File: config.mk
export PLATFORM = sky130hd
export DESIGN_NAME = mmio_win_bridge
export DESIGN_NICKNAME = d
export VERILOG_FILES = /design/src/rtl/mmio_win_pkg.sv /design/src/rtl/mmio_win_decode.sv /design/src/rtl/mmio_win_ctrl.sv /design/src/rtl/mmio_win_datapath.sv /design/src/rtl/mmio_win_bridge.sv
export SDC_FILE = /design/constraint.sdc
export NUM_CORES = 1
export LEC_CHECK = 0
export BUFFER_PORTS_ARGS = -buffer_cell sky130_fd_sc_hd__buf_2
export CORE_MARGIN = 3
export CORE_UTILIZATION = 34
export CTS_BUF_LIST = sky130_fd_sc_hd__clkbuf_16
export CTS_CLUSTER_SIZE = 8
export DETAILED_ROUTE_END_ITERATION = 16
export GPL_TIMING_DRIVEN = 0
export PLACE_DENSITY = 0.61
export SYNTH_ARGS = -nofsm -noshare
export SYNTH_HDL_FRONTEND = slang
export SYNTH_SLANG_ARGS = --single-unit
File: constraint.sdc
create_clock -name clk -period 2.78 [get_ports clk]
set_input_delay 0.139 -clock clk [delete_from_list [all_inputs] [get_ports clk]]
set_output_delay 0.139 -clock clk [all_outputs]
set_load 0.02 [all_outputs]
File: src/rtl/mmio_win_pkg.sv
package mmio_win_pkg;

  localparam int DATA_W = 32;
  localparam int BYTES  = DATA_W / 8;
  localparam int LANE_W = $clog2(BYTES);

  localparam logic [DATA_W-1:0] ORDER_LITTLE = 32'h1E1E_1E1E;
  localparam logic [DATA_W-1:0] ORDER_BIG    = 32'hBEBE_BEBE;

  typedef enum logic [1:0] {
    RGN_NONE,
    RGN_LEG,
    RGN_IDX,
    RGN_EXT
  } region_e;

  // Strobes from the control FSM to the datapath.
  typedef struct packed {
    logic              start;   // access accepted, latch request
    logic              legGo;   // legacy byte cycle on lane
    logic [LANE_W-1:0] lane;
    logic              xIdxGo;  // indexed-file index write
    logic              xDatGo;  // indexed-file data cycle
    logic              extGo;   // extended block access
    logic              done;    // completion pulse
  } strobe_t;

endpackage

File: src/rtl/mmio_win_decode.sv
module mmio_win_decode
  import mmio_win_pkg::*;
#(
  parameter int ADDR_W   = 12,
  parameter int LEG_BASE = 'h400,
  parameter int LEG_SIZE = 'h20,
  parameter int IDX_BASE = 'h500,
  parameter int IDX_SIZE = 'h18,
  parameter int EXT_BASE = 'h600,
  parameter int EXT_SIZE = 8
) (
  input  logic [ADDR_W-1:0] addr,
  input  logic [2:0]        size,
  input  logic              extEnable,
  output region_e           region,
  output logic [ADDR_W-1:0] offset
);

  localparam logic [ADDR_W-1:0] LEG_LO = ADDR_W'(LEG_BASE);
  localparam logic [ADDR_W-1:0] LEG_HI = ADDR_W'(LEG_BASE + LEG_SIZE);
  localparam logic [ADDR_W-1:0] IDX_LO = ADDR_W'(IDX_BASE);
  localparam logic [ADDR_W-1:0] IDX_HI = ADDR_W'(IDX_BASE + IDX_SIZE);
  localparam logic [ADDR_W-1:0] EXT_LO = ADDR_W'(EXT_BASE);
  localparam logic [ADDR_W-1:0] EXT_HI = ADDR_W'(EXT_BASE + EXT_SIZE);
  localparam logic [2:0]        MAX_SZ = 3'(BYTES);

  logic legHit, idxHit, extHit, sizeOk;

  assign sizeOk = (size != 3'd0) && (size <= MAX_SZ);
  assign legHit = sizeOk && (addr >= LEG_LO) && (addr < LEG_HI);
  assign idxHit = sizeOk && (addr >= IDX_LO) && (addr < IDX_HI);
  assign extHit = extEnable && (size == MAX_SZ) && (addr >= EXT_LO) && (addr < EXT_HI);

  always_comb begin
    region = RGN_NONE;
    offset = '0;
    if (legHit) begin
      region = RGN_LEG;
      offset = addr - LEG_LO;
    end else if (idxHit) begin
      region = RGN_IDX;
      offset = addr - IDX_LO;
    end else if (extHit) begin
      region = RGN_EXT;
      offset = addr - EXT_LO;
    end
  end

endmodule

File: src/rtl/mmio_win_ctrl.sv
module mmio_win_ctrl
  import mmio_win_pkg::*;
(
  input  logic    clk,
  input  logic    rstN,
  input  logic    reqValid,
  input  region_e region,
  input  logic [2:0] reqSize,
  output strobe_t stb
);

  typedef enum logic [2:0] {
    S_IDLE,
    S_LEG,
    S_XIDX,
    S_XDAT,
    S_EXT,
    S_DONE
  } state_e;

  state_e state, nextState;
  logic [LANE_W-1:0] laneCnt;
  logic [LANE_W-1:0] lastLane;

  always_comb begin
    stb       = '0;
    nextState = state;
    stb.lane  = laneCnt;
    unique case (state)
      S_IDLE: begin
        if (reqValid) begin
          stb.start = 1'b1;
          unique case (region)
            RGN_LEG: nextState = S_LEG;
            RGN_IDX: nextState = S_XIDX;
            RGN_EXT: nextState = S_EXT;
            default: nextState = S_DONE;
          endcase
        end
      end
      S_LEG: begin
        stb.legGo = 1'b1;
        if (laneCnt == lastLane) nextState = S_DONE;
      end
      S_XIDX: begin
        stb.xIdxGo = 1'b1;
        nextState  = S_XDAT;
      end
      S_XDAT: begin
        stb.xDatGo = 1'b1;
        nextState  = S_DONE;
      end
      S_EXT: begin
        stb.extGo = 1'b1;
        nextState = S_DONE;
      end
      S_DONE: begin
        stb.done  = 1'b1;
        nextState = S_IDLE;
      end
      default: nextState = S_IDLE;
    endcase
  end

  always_ff @(posedge clk) begin
    if (!rstN) begin
      state    <= S_IDLE;
      laneCnt  <= '0;
      lastLane <= '0;
    end else begin
      state <= nextState;
      if (stb.start) begin
        laneCnt  <= '0;
        lastLane <= LANE_W'(reqSize - 3'd1);
      end else if (stb.legGo) begin
        laneCnt <= laneCnt + 1'b1;
      end
    end
  end

endmodule

File: src/rtl/mmio_win_datapath.sv
module mmio_win_datapath
  import mmio_win_pkg::*;
#(
  parameter int          ADDR_W    = 12,
  parameter logic [15:0] PORT_BASE = 16'h03C0,
  parameter int          EXT_SIZE  = 8
) (
  input  logic              clk,
  input  logic              rstN,
  input  strobe_t           stb,
  input  logic              reqWrite,
  input  logic [ADDR_W-1:0] offset,
  input  logic [DATA_W-1:0] reqWdata,
  output logic [DATA_W-1:0] rspRdata,
  output logic              portValid,
  output logic              portWrite,
  output logic [15:0]       portAddr,
  output logic [7:0]        portWdata,
  input  logic [7:0]        portRdata,
  output logic              xregValid,
  output logic              xregSel,
  output logic              xregWrite,
  output logic [15:0]       xregWdata,
  input  logic [15:0]       xregRdata,
  output logic              bigEndian
);

  localparam logic [ADDR_W-1:0] OFS_SIZE  = ADDR_W'(0);
  localparam logic [ADDR_W-1:0] OFS_ORDER = ADDR_W'(4);

  logic              writeQ;
  logic [ADDR_W-1:0] offsetQ;
  logic [DATA_W-1:0] wdataQ;
  logic [DATA_W-1:0] extVal;
  logic [7:0]        wrByte [BYTES];

  always_ff @(posedge clk) begin
    if (!rstN) begin
      writeQ  <= 1'b0;
      offsetQ <= '0;
      wdataQ  <= '0;
    end else if (stb.start) begin
      writeQ  <= reqWrite;
      offsetQ <= offset;
      wdataQ  <= reqWdata;
    end
  end

  // Extended block read value.
  always_comb begin
    extVal = '0;
    if (offsetQ == OFS_SIZE)       extVal = DATA_W'(EXT_SIZE);
    else if (offsetQ == OFS_ORDER) extVal = bigEndian ? ORDER_BIG : ORDER_LITTLE;
  end

  // Byte-order flag: only exact codes move it.
  always_ff @(posedge clk) begin
    if (!rstN) begin
      bigEndian <= 1'b0;
    end else if (stb.extGo && writeQ && offsetQ == OFS_ORDER) begin
      if (wdataQ == ORDER_BIG)         bigEndian <= 1'b1;
      else if (wdataQ == ORDER_LITTLE) bigEndian <= 1'b0;
    end
  end

  // Read assembly, one register per byte lane.
  for (genvar b = 0; b < BYTES; b++) begin : g_lane
    logic [7:0] laneQ;
    assign wrByte[b] = wdataQ[8*b +: 8];
    always_ff @(posedge clk) begin
      if (!rstN || stb.start) begin
        laneQ <= '0;
      end else if (!writeQ) begin
        if (stb.legGo && stb.lane == LANE_W'(b)) begin
          laneQ <= portRdata;
        end else if (stb.extGo) begin
          laneQ <= extVal[8*b +: 8];
        end else if (stb.xDatGo) begin
          laneQ <= (b < 2) ? xregRdata[8*(b%2) +: 8] : 8'h00;
        end
      end
    end
    assign rspRdata[8*b +: 8] = laneQ;
  end

  // Legacy port cycles.
  assign portValid = stb.legGo;
  assign portWrite = stb.legGo && writeQ;
  assign portAddr  = PORT_BASE + 16'(offsetQ) + 16'(stb.lane);
  assign portWdata = wrByte[stb.lane];

  // Indexed-file cycles: index write first, then data.
  assign xregValid = stb.xIdxGo || stb.xDatGo;
  assign xregSel   = stb.xDatGo;
  assign xregWrite = stb.xIdxGo || (stb.xDatGo && writeQ);
  assign xregWdata = stb.xIdxGo ? 16'(offsetQ >> 1) : wdataQ[15:0];

endmodule

File: src/rtl/mmio_win_bridge.sv
module mmio_win_bridge
  import mmio_win_pkg::*;
#(
  parameter int          ADDR_W    = 12,
  parameter logic [15:0] PORT_BASE = 16'h03C0,
  parameter int          LEG_BASE  = 'h400,
  parameter int          LEG_SIZE  = 'h20,
  parameter int          IDX_BASE  = 'h500,
  parameter int          IDX_SIZE  = 'h18,
  parameter int          EXT_BASE  = 'h600,
  parameter int          EXT_SIZE  = 8,
  parameter logic [7:0]  BASE_REV  = 8'd1,
  parameter logic [7:0]  STRAP_REV = 8'd2
) (
  input  logic              clk,
  input  logic              rstN,
  input  logic              extStrap,
  input  logic              reqValid,
  input  logic              reqWrite,
  input  logic [ADDR_W-1:0] reqAddr,
  input  logic [2:0]        reqSize,
  input  logic [31:0]       reqWdata,
  output logic              reqReady,
  output logic [31:0]       rspRdata,
  output logic              portValid,
  output logic              portWrite,
  output logic [15:0]       portAddr,
  output logic [7:0]        portWdata,
  input  logic [7:0]        portRdata,
  output logic              xregValid,
  output logic              xregSel,
  output logic              xregWrite,
  output logic [15:0]       xregWdata,
  input  logic [15:0]       xregRdata,
  output logic              bigEndian,
  output logic [7:0]        revisionId
);

  region_e           region;
  logic [ADDR_W-1:0] offset;
  strobe_t           stb;

  mmio_win_decode #(
    .ADDR_W(ADDR_W), .LEG_BASE(LEG_BASE), .LEG_SIZE(LEG_SIZE),
    .IDX_BASE(IDX_BASE), .IDX_SIZE(IDX_SIZE),
    .EXT_BASE(EXT_BASE), .EXT_SIZE(EXT_SIZE)
  ) u_decode (
    .addr(reqAddr), .size(reqSize), .extEnable(extStrap),
    .region(region), .offset(offset)
  );

  mmio_win_ctrl u_ctrl (
    .clk(clk), .rstN(rstN), .reqValid(reqValid),
    .region(region), .reqSize(reqSize), .stb(stb)
  );

  mmio_win_datapath #(
    .ADDR_W(ADDR_W), .PORT_BASE(PORT_BASE), .EXT_SIZE(EXT_SIZE)
  ) u_dp (
    .clk(clk), .rstN(rstN), .stb(stb), .reqWrite(reqWrite),
    .offset(offset), .reqWdata(reqWdata), .rspRdata(rspRdata),
    .portValid(portValid), .portWrite(portWrite), .portAddr(portAddr),
    .portWdata(portWdata), .portRdata(portRdata),
    .xregValid(xregValid), .xregSel(xregSel), .xregWrite(xregWrite),
    .xregWdata(xregWdata), .xregRdata(xregRdata), .bigEndian(bigEndian)
  );

  assign reqReady   = stb.done;
  assign revisionId = extStrap ? STRAP_REV : BASE_REV;

endmodule

==> results of run 1 <==
## routing by layer
metal | global-route usage [%] | wire length (um) | share of wire (%)
met5 | 0 | 0 | 0
met4 | 3.77 | 133 | 0.84
met3 | 4.32 | 997 | 6.3
met2 | 29.7 | 7130 | 45
met1 | 27.0 | 7660 | 48
## logic make-up after synthesis
group,count (synthesis)
AND/OR/NAND/NOR,227
AO/OA/AOI/OAI,155
flip-flops,85
buffers and inverters,71
adder cells (fa/ha/maj),23
multiplexers,23
XOR/XNOR,18
other,1
## state kept, by name (all words and copies together) (netlist names)
signal	count
u_ctrl.laneCnt	2
u_ctrl.lastLane	2
u_ctrl.state	3
u_dp.bigEndian	1
u_dp.g_lane.laneQ	32
u_dp.offsetQ	12
u_dp.wdataQ	32
u_dp.writeQ	1
## layout make-up
type                       instances  area share [%]
clock inverter                     7            1.03
clock buffer                       9            3.48
tap                              184            3.56
buffer                            51            4.29
inverter                          20            1.16
antenna                            1          0.0387
sequential                        85            26.3
timing repair buffer             152            11.8
multi-input combinational        455            48.3
## stage by stage
step,setup slack (ns),util [%]
after floorplan,0.286,-
after global placement,-0.110,42.0
after detailed placement,-0.0577,42.0
after CTS,0.0673,44.0
after global routing,0.00317,44.2
final,0.140,44.2
## critical path: cells and delay by family, from the launching register on
| kind | cells | cell delay [ns] |
|---|---|---|
| DFF | 1 | 0.39 |
| adders and majority gates | 1 | 0.45 |
| buffers and inverters | 4 | 0.65 |
| and+or+nand+nor | 2 | 0.38 |
| AOI/OAI and AO/OA | 2 | 0.29 |
## layout by cell type (no fill, tap or decap), types with 7 or more instances in the layout
| master | n |
|---|---|
| a211oi_1 | 10 |
| a21boi_0 | 35 |
| a21oi_1 | 21 |
| a22o_1 | 9 |
| a31oi_1 | 8 |
| and2_1 | 7 |
| buf_2 | 165 |
| buf_4 | 13 |
| clkbuf_1 | 19 |
| clkbuf_16 | 9 |
| conb_1 | 9 |
| dfxtp_1 | 83 |
| ha_1 | 22 |
| inv_1 | 20 |
| mux2_2 | 11 |
| mux4_2 | 8 |
| nand2_1 | 101 |
| nand3_1 | 17 |
| nor2_1 | 43 |
| nor2b_1 | 16 |
| o211ai_1 | 7 |
| o21ai_0 | 26 |
| xnor2_1 | 12 |
## worst paths after layout
path | startpoint | cells after the start | end
min | reqWdata[18] | 3 | u_dp.wdataQ[18]$_SDFFE_PN0P_
min reg2reg | u_dp.g_lane[1].laneQ[2]$_SDFFE_PP0P_ | 2 | u_dp.g_lane[1].laneQ[2]$_SDFFE_PP0P_
max reg2reg | u_dp.offsetQ[6]$_SDFFE_PN0P_ | 9 | u_dp.bigEndian$_SDFFE_PN0P_
max | u_ctrl.laneCnt[1]$_SDFFE_PP0P_ | 9 | portAddr[12]
## power groups by stage
stage          clock [uW]  combinational, uW  sequential, uW
6_report             1190               2320            1710
3_3_place_gp            0               2310            1730
2_1_floorplan           0               1510            1800
5_1_grt              1250               2580            1740
4_1_cts              1200               2330            1710
3_5_place_dp            0               2320            1730
==> reports/summary.json, run 1 <==
{
  "tritoncts": {"value": "done"},
  "die_x": {"value": 129, "unit": "um"},
  "report.final.hold_viol_count": {"value": 0},
  "placed_cell_area": {"value": 6140, "unit": "um2"},
  "power.internal": {"value": 3050, "unit": "uW"},
  "report.power.total": {"value": 5220, "unit": "uW"},
  "clk_pin_slew": {"value": 0.06, "unit": "ns"},
  "core.rowCount": {"value": 44},
  "final_area": {"value": 6470, "unit": "um2"},
  "layout-area-overhead-vs-synth": {"value": 26.3, "unit": "%"},
  "clock_tree.buffer_depth": {"value": 2},
  "detailroute.via_count": {"value": 4814},
  "quantity_of_gates_resized_following_cts": {"value": 4},
  "synth_async_sr_flop_share": {"value": 0, "unit": "%"},
  "top_cells_by_area_synth": {"value": "dfxtp_1 (33%), nand2_1 (7.4%), ha_1 (5.4%)"},
  "io_pins": {"value": 163},
  "core": {"value": 14600, "unit": "um2"},
  "finalClockSkew": {"value": 0.00800, "unit": "ns"},
  "setup.worst_path.start_class": {"value": "flop"},
  "layout_worst_path_cycle_share": {"value": 95.0, "unit": "%"},
  "via_count_of_the_first_global_routing_pass": {"value": 4671},
  "area_fraction_in_compound_gates_after_synthesis": {"value": 22.0, "unit": "%"},
  "drv_slew": {"value": 0},
  "syn_area_per_cell": {"value": 8.50, "unit": "um2"},
  "synth_area_in_simple_gates": {"value": 22.4, "unit": "%"},
  "seqPwrFrac": {"value": 32.7, "unit": "%"},
  "synthDominantCellAreaShare": {"value": 33.2, "unit": "%"},
  "drv.max_cap_violation_count": {"value": 0},
  "critical_path.endpoint_type": {"value": "output pin"},
  "fin_setup_tns": {"value": 0, "unit": "ns"},
  "layout-drive-gt1-share": {"value": 30.4, "unit": "%"},
  "number_of_enable_flip_flop_cells_after_synthesis": {"value": 0},
  "die_area": {"value": 16600, "unit": "um2"},
  "route.detailed.drc": {"value": 0},
  "cts_post_setup_buffers_inserted": {"value": 0},
  "detail-route-antenna-nets": {"value": 0},
  "switching_power": {"value": 2170, "unit": "uW"},
  "crit_path_max_incr_delay": {"value": 0.45, "unit": "ns"},
  "max_freq": {"value": 0.379, "unit": "GHz"},
  "hold_class": {"value": "in2reg"},
  "largest_family_of_logic_cells_by_synthesized_area": {"value": "simple AND/OR/NAND/NOR gates"},
  "synthCells": {"value": 603},
  "synth_mux_area_share": {"value": 6.72, "unit": "%"},
  "synth-warning-count": {"value": 0},
  "totalWireLength": {"value": 15.9, "unit": "mm"},
  "grt_start_max_net_pins": {"value": 15},
  "drt_iter0_drc": {"value": 278},
  "netlist_top_cells_count": {"value": "nand2_1 (101), dfxtp_1 (85), nor2_1 (43), a21boi_0 (35), o21ai_0 (26)"},
  "clock_power_share": {"value": 22.7, "unit": "%"},
  "setup-violations-final": {"value": 0},
  "clock-sinks": {"value": 85},
  "fin_worst_hold_slack": {"value": 0.0441, "unit": "ns"},
  "netSwitchingFraction": {"value": 41.5, "unit": "%"},
  "layout.cells.non_filler": {"value": 964},
  "power_leakage": {"value": 0.00288, "unit": "uW"},
  "post_synth_num_cell_types": {"value": 72},
  "finalCriticalPeriod": {"value": 2.64, "unit": "ns"},
  "setup.reg_to_reg.worst_slack": {"value": 0.55, "unit": "ns"},
  "irDropWorstVdd": {"value": 0.384, "unit": "mV"},
  "htree_num_levels": {"value": 3},
  "nFillCells": {"value": 1525},
  "grt_setup_unrepaired": {"value": "no"},
  "die_y": {"value": 129, "unit": "um"},
  "root_buffer": {"value": "clkbuf_16"},
  "antenna_found_initial": {"value": 0},
  "first_pass_grt_wire_length": {"value": 24.9, "unit": "mm"},
  "cts-buffers-inserted": {"value": 9},
  "seq_area": {"value": 1700, "unit": "um2"},
  "post_synth_xor_area_fraction": {"value": 3.08, "unit": "%"},
  "cp_max_fo": {"value": 10},
  "dp_cells": {"value": 947},
  "final_routed_wire_length_divided_by_cell_count": {"value": 16.5, "unit": "um"},
  "timing.critical_path.required": {"value": 2.64, "unit": "ns"},
  "synthAdderAreaFrac": {"value": 5.76, "unit": "%"},
  "grt_overflow_total": {"value": 0},
  "grt.total_usage": {"value": 19.0, "unit": "%"},
  "synth.ff_latch_count": {"value": 85},
  "critical_path.cell_chain": {"value": "buf_6 > inv_1 > fa_2 > nand4bb_1 > clkbuf_2 > nor3b_1 > o21ai_0 > a31oi_1 > buf_4"},
  "nNetsFinal": {"value": 873},
  "syn-cell-area": {"value": 5120, "unit": "um2"},
  "worstMarginPinSlew": {"value": 0.691, "unit": "ns"},
  "buffer_ports.inserted": {"value": 152},
  "post_cts_hold_buffer_count": {"value": 0},
  "timing.setup.critical_path_class": {"value": "reg2out"},
  "start_util": {"value": 35.0, "unit": "%"},
  "portion_of_the_post_synthesis_area_used_by_sequential_elements": {"value": 33.2, "unit": "%"},
  "place.detailed.hpwl": {"value": 12.6, "unit": "mm"},
  "netlist.top_cell.by_area": {"value": "dfxtp_1"},
  "multi_input_area": {"value": 3120, "unit": "um2"},
  "run_status": {"value": "finished, final reports clean"},
  "synthMostInstantiatedCell": {"value": "nand2_1"},
  "route.detailed.vias_per_inst": {"value": 4.99},
  "synth_top_flop_cell": {"value": "dfxtp_1"},
  "routabilityCongestion": {"value": 0.872},
  "cellPowerDensity": {"value": 807, "unit": "nW/um2"},
  "timing.critical_path.arrival": {"value": 2.50, "unit": "ns"},
  "clock_insertion_delay_worst_skew": {"value": 0.34, "unit": "ns"},
  "first_pass_iters": {"value": 4},
  "slew_headroom": {"value": 53.7, "unit": "%"},
  "power.share.combinational": {"value": 44.5, "unit": "%"},
  "cp_slowest_cell": {"value": "fa_2"}
}
Power figures use the tool's default switching activity.
==> run 2: changes to the inputs <==
--- a/config.mk
+++ b/config.mk
@@ -13,6 +13,8 @@
 export DETAILED_ROUTE_END_ITERATION = 16
 export GPL_TIMING_DRIVEN = 0
 export PLACE_DENSITY = 0.61
+export RECOVER_POWER = 100
+export REMOVE_ABC_BUFFERS = 1
 export SYNTH_ARGS = -nofsm -noshare
 export SYNTH_HDL_FRONTEND = slang
 export SYNTH_SLANG_ARGS = --single-unit
==> constraint.sdc (replaced) <==
create_clock -name clk -period 2.8 [get_ports clk]
set_input_delay 0.14 -clock clk [delete_from_list [all_inputs] [get_ports clk]]
set_output_delay 0.14 -clock clk [all_outputs]
set_load 0.02 [all_outputs]
==> run 2 against run 1 <==
Effect of this change: sequential share of layout area grew 1.5 points; flip-flop and latch count is the same; worst setup slack gained 0.075 ns.
==> reports/summary.json, run 2 (synthesis gave the netlist of run 1 again) <==
{
  "grt_setup_unrepaired": {"value": "no"},
  "grt_start_max_net_pins": {"value": 48, "change": "+33"},
  "clock-sinks": {"value": 85, "change": "unchanged"},
  "report.final.hold_viol_count": {"value": 0, "change": "unchanged"},
  "first_pass_grt_wire_length": {"value": 23.6, "unit": "mm", "change": "-5.3%"},
  "cp_max_fo": {"value": 16, "change": "+6"},
  "critPathBufInv": {"value": 0, "change": "-4"},
  "power.internal": {"value": 2810, "unit": "uW", "change": "-8.1%"},
  "drv.max_cap_violation_count": {"value": 0, "change": "unchanged"},
  "htree_num_levels": {"value": 3, "change": "unchanged"},
  "finalClockSkew": {"value": 0.00700, "unit": "ns", "change": "-0.000999 ns"},
  "crit_path_max_incr_delay": {"value": 0.76, "unit": "ns", "change": "+0.31 ns"},
  "route.detailed.drc": {"value": 0, "change": "unchanged"},
  "finalCoreUtilization": {"value": 41.9, "unit": "%", "change": "-2.2 points"},
  "start_util": {"value": 35.0, "unit": "%", "change": "unchanged"},
  "nNetsFinal": {"value": 831, "change": "-4.8%"},
  "die_x": {"value": 129, "unit": "um", "change": "unchanged"},
  "detailroute.via_count": {"value": 4775, "change": "-0.81%"},
  "place.detailed.hpwl": {"value": 11.3, "unit": "mm", "change": "-11%"},
  "detail-route-antenna-nets": {"value": 0, "change": "unchanged"},
  "groute.layer.met1.usage": {"value": 24.5, "unit": "%", "change": "-2.5 points"},
  "hold_class": {"value": "in2reg"},
  "via_count_of_the_first_global_routing_pass": {"value": 4471, "change": "-4.3%"},
  "critical_path.endpoint_type": {"value": "flop"},
  "setup-violations-final": {"value": 0, "change": "unchanged"},
  "layout_worst_path_cycle_share": {"value": 92.3, "unit": "%"},
  "first_pass_iters": {"value": 4, "change": "unchanged"},
  "nFillCells": {"value": 1574, "change": "+3.2%"},
  "cellPowerDensity": {"value": 800, "unit": "nW/um2", "change": "-0.90%"},
  "seqPwrFrac": {"value": 35.7, "unit": "%", "change": "+3.0 points"},
  "netSwitchingFraction": {"value": 42.9, "unit": "%", "change": "+1.3 points"},
  "drt_iter0_drc": {"value": 259, "change": "-6.8%"},
  "timing.critical_path.arrival": {"value": 2.80, "unit": "ns", "change": "+0.30 ns"},
  "clock_power_share": {"value": 21.7, "unit": "%", "change": "-1.0 points"},
  "route.detailed.vias_per_inst": {"value": 5.19, "change": "+3.9%"},
  "timing.critical_path.required": {"value": 3.01, "unit": "ns", "change": "+0.37 ns"},
  "switching_power": {"value": 2100, "unit": "uW", "change": "-2.9%"},
  "final_area": {"value": 6140, "unit": "um2", "change": "-5.0%"},
  "fin_worst_hold_slack": {"value": 0.0478, "unit": "ns", "change": "+0.00375 ns"},
  "run_status": {"value": "finished, final reports clean"},
  "cts-buffers-inserted": {"value": 9, "change": "unchanged"},
  "report.power.total": {"value": 4910, "unit": "uW", "change": "-5.9%"},
  "buffer_ports.inserted": {"value": 153, "change": "+0.66%"},
  "die_area": {"value": 16600, "unit": "um2", "change": "unchanged"},
  "die_y": {"value": 129, "unit": "um", "change": "unchanged"},
  "critical_path.cell_chain": {"value": "nor3b_2 > and2_1 > o21bai_1 > a211oi_1 > nor2_1"},
  "totalWireLength": {"value": 15.2, "unit": "mm", "change": "-4.5%"},
  "layout-drive-gt1-share": {"value": 20.4, "unit": "%", "change": "-10 points"},
  "max_freq": {"value": 0.387, "unit": "GHz"},
  "clk_pin_slew": {"value": 0.06, "unit": "ns", "change": "about the same"},
  "power_leakage": {"value": 0.00246, "unit": "uW", "change": "-14%"},
  "worstMarginPinSlew": {"value": 0.909, "unit": "ns", "change": "+0.218 ns"},
  "timing.setup.critical_path_class": {"value": "reg2reg"},
  "placed_cell_area": {"value": 5950, "unit": "um2", "change": "-3.1%"},
  "finalCriticalPeriod": {"value": 2.58, "unit": "ns"},
  "slew_headroom": {"value": 39.4, "unit": "%", "change": "-14 points"},
  "irDropWorstVdd": {"value": 0.325, "unit": "mV", "change": "-15%"},
  "grt_busiest_layer": {"value": "met2"},
  "most_common_cell_after_layout_fill_and_taps_aside": {"value": "nand2_1"},
  "clock_insertion_delay_worst_skew": {"value": 0.34, "unit": "ns", "change": "about the same"},
  "tritoncts": {"value": "done"},
  "num_antenna_cells": {"value": 0, "change": "-1"},
  "final_routed_wire_length_divided_by_cell_count": {"value": 16.5, "unit": "um", "change": "about the same"},
  "core.rowCount": {"value": 44, "change": "unchanged"},
  "setup.worst_path.start_class": {"value": "flop"},
  "top_registers": {"value": "u_dp.g_lane.laneQ (32), u_dp.wdataQ (32), u_dp.offsetQ (12)"},
  "critPathTopFamily": {"value": "simple AND/OR/NAND/NOR gates"},
  "clock_tree.buffer_depth": {"value": 2, "change": "unchanged"},
  "cp_slowest_cell": {"value": "nor3b_2"},
  "setup.reg_to_reg.worst_slack": {"value": 0.22, "unit": "ns", "change": "-0.33 ns"},
  "routabilityCongestion": {"value": 0.849, "change": "-2.6%"},
  "core": {"value": 14600, "unit": "um2", "change": "unchanged"},
  "met3_usage": {"value": 4.44, "unit": "%", "change": "+0.12 points"},
  "root_buffer": {"value": "clkbuf_16"},
  "layout-area-overhead-vs-synth": {"value": 19.9, "unit": "%"},
  "grt_overflow_total": {"value": 0, "change": "unchanged"},
  "power.share.combinational": {"value": 42.6, "unit": "%", "change": "-1.9 points"},
  "post_cts_hold_buffer_count": {"value": 0, "change": "unchanged"},
  "drv_slew": {"value": 0, "change": "unchanged"},
  "io_pins": {"value": 163, "change": "unchanged"},
  "antenna_found_initial": {"value": 0, "change": "unchanged"},
  "global_route.usage.met2": {"value": 28.0, "unit": "%", "change": "-1.7 points"},
  "grt.total_usage": {"value": 17.8, "unit": "%", "change": "-1.2 points"},
  "commonest_cells_after_routing_fill_and_taps_aside": {"value": "nand2_1 (101), dfxtp_1 (83), buf_2 (81)"}
}
==> run 2: cell count changes in the layout (fill, tap and decap cells not counted), sizes merged <==
cell	delta
buf	-95
clkbuf	+53
bufinv	-1
clkinv	-1
diode	-1
inv	+1
==> run 2: stage by stage <==
step / instances / setup WS (ns) / setup TNS (ns)
floorplan: 560 / 0.0550 / 0
global placement: 897 / -1.29 / -38.65
detailed placement: 901 / -0.333 / -2.03
CTS: 917 / -0.00990 / -0.00990
global route: 920 / 0.0187 / 0
finish: 920 / 0.215 / 0
==> run 2: path summary, 6_finish.rpt <==
check / start / endpoint / depth (start not counted)
worst max-delay path: u_ctrl.state[0]$_SDFFE_PN0P_ / u_dp.g_lane[3].laneQ[7]$_SDFFE_PP0P_ / 5
worst min-delay path: reqWdata[21] / u_dp.wdataQ[21]$_SDFFE_PN0P_ / 3
worst max register to register: u_ctrl.state[0]$_SDFFE_PN0P_ / u_dp.g_lane[3].laneQ[7]$_SDFFE_PP0P_ / 5
worst min register to register: u_dp.g_lane[1].laneQ[3]$_SDFFE_PP0P_ / u_dp.g_lane[1].laneQ[3]$_SDFFE_PP0P_ / 2
==> run 2: metal layers <==
layer | routed length (um) | part of all wire, % | up-vias
met2 | 6810 | 45 | 174
met4 | 163 | 1.1 | 0
li1 | - | - | 2373
met5 | 0 | 0 | -
met3 | 1100 | 7.2 | 16
met1 | 7140 | 47 | 2212
==> run 2: what timing repair did <==
action / CTS / global route
pin swaps: 0 / 1
hold endpoints to repair: 0 / 0
setup endpoints to repair: 24 / 13
resized for setup: 7 / 4
buffers inserted: 1 / 3
==> run 2: area by class of cell <==
type | instances | area (um2) | area share (%)
clock buffer | 9 | 225 | 3.67
clock inverter | 6 | 32.5 | 0.530
inverter | 20 | 75.1 | 1.22
multi-input combinational | 455 | 3120 | 50.8
sequential | 85 | 1710 | 27.8
tap | 184 | 230 | 3.75
timing repair buffer | 161 | 749 | 12.2
==> run 2: power groups by stage <==
stage                     clock, uW  sequential, uW  combinational (uW)
final                          1070            1750                2090
after global routing           1140            1790                2330
after detailed placement          0            1810                2140
after CTS                      1100            1750                2190
after global placement            0            1810                2060
after floorplan                   0            1850                1310
==> run 2: worst reg2reg max path, stage by stage (launching register included) <==
cell,delay [ns]
dfxtp_1,0.63
nor3b_2,0.76
and2_1,0.44
o21bai_1,0.21
a211oi_1,0.33
nor2_1,0.09
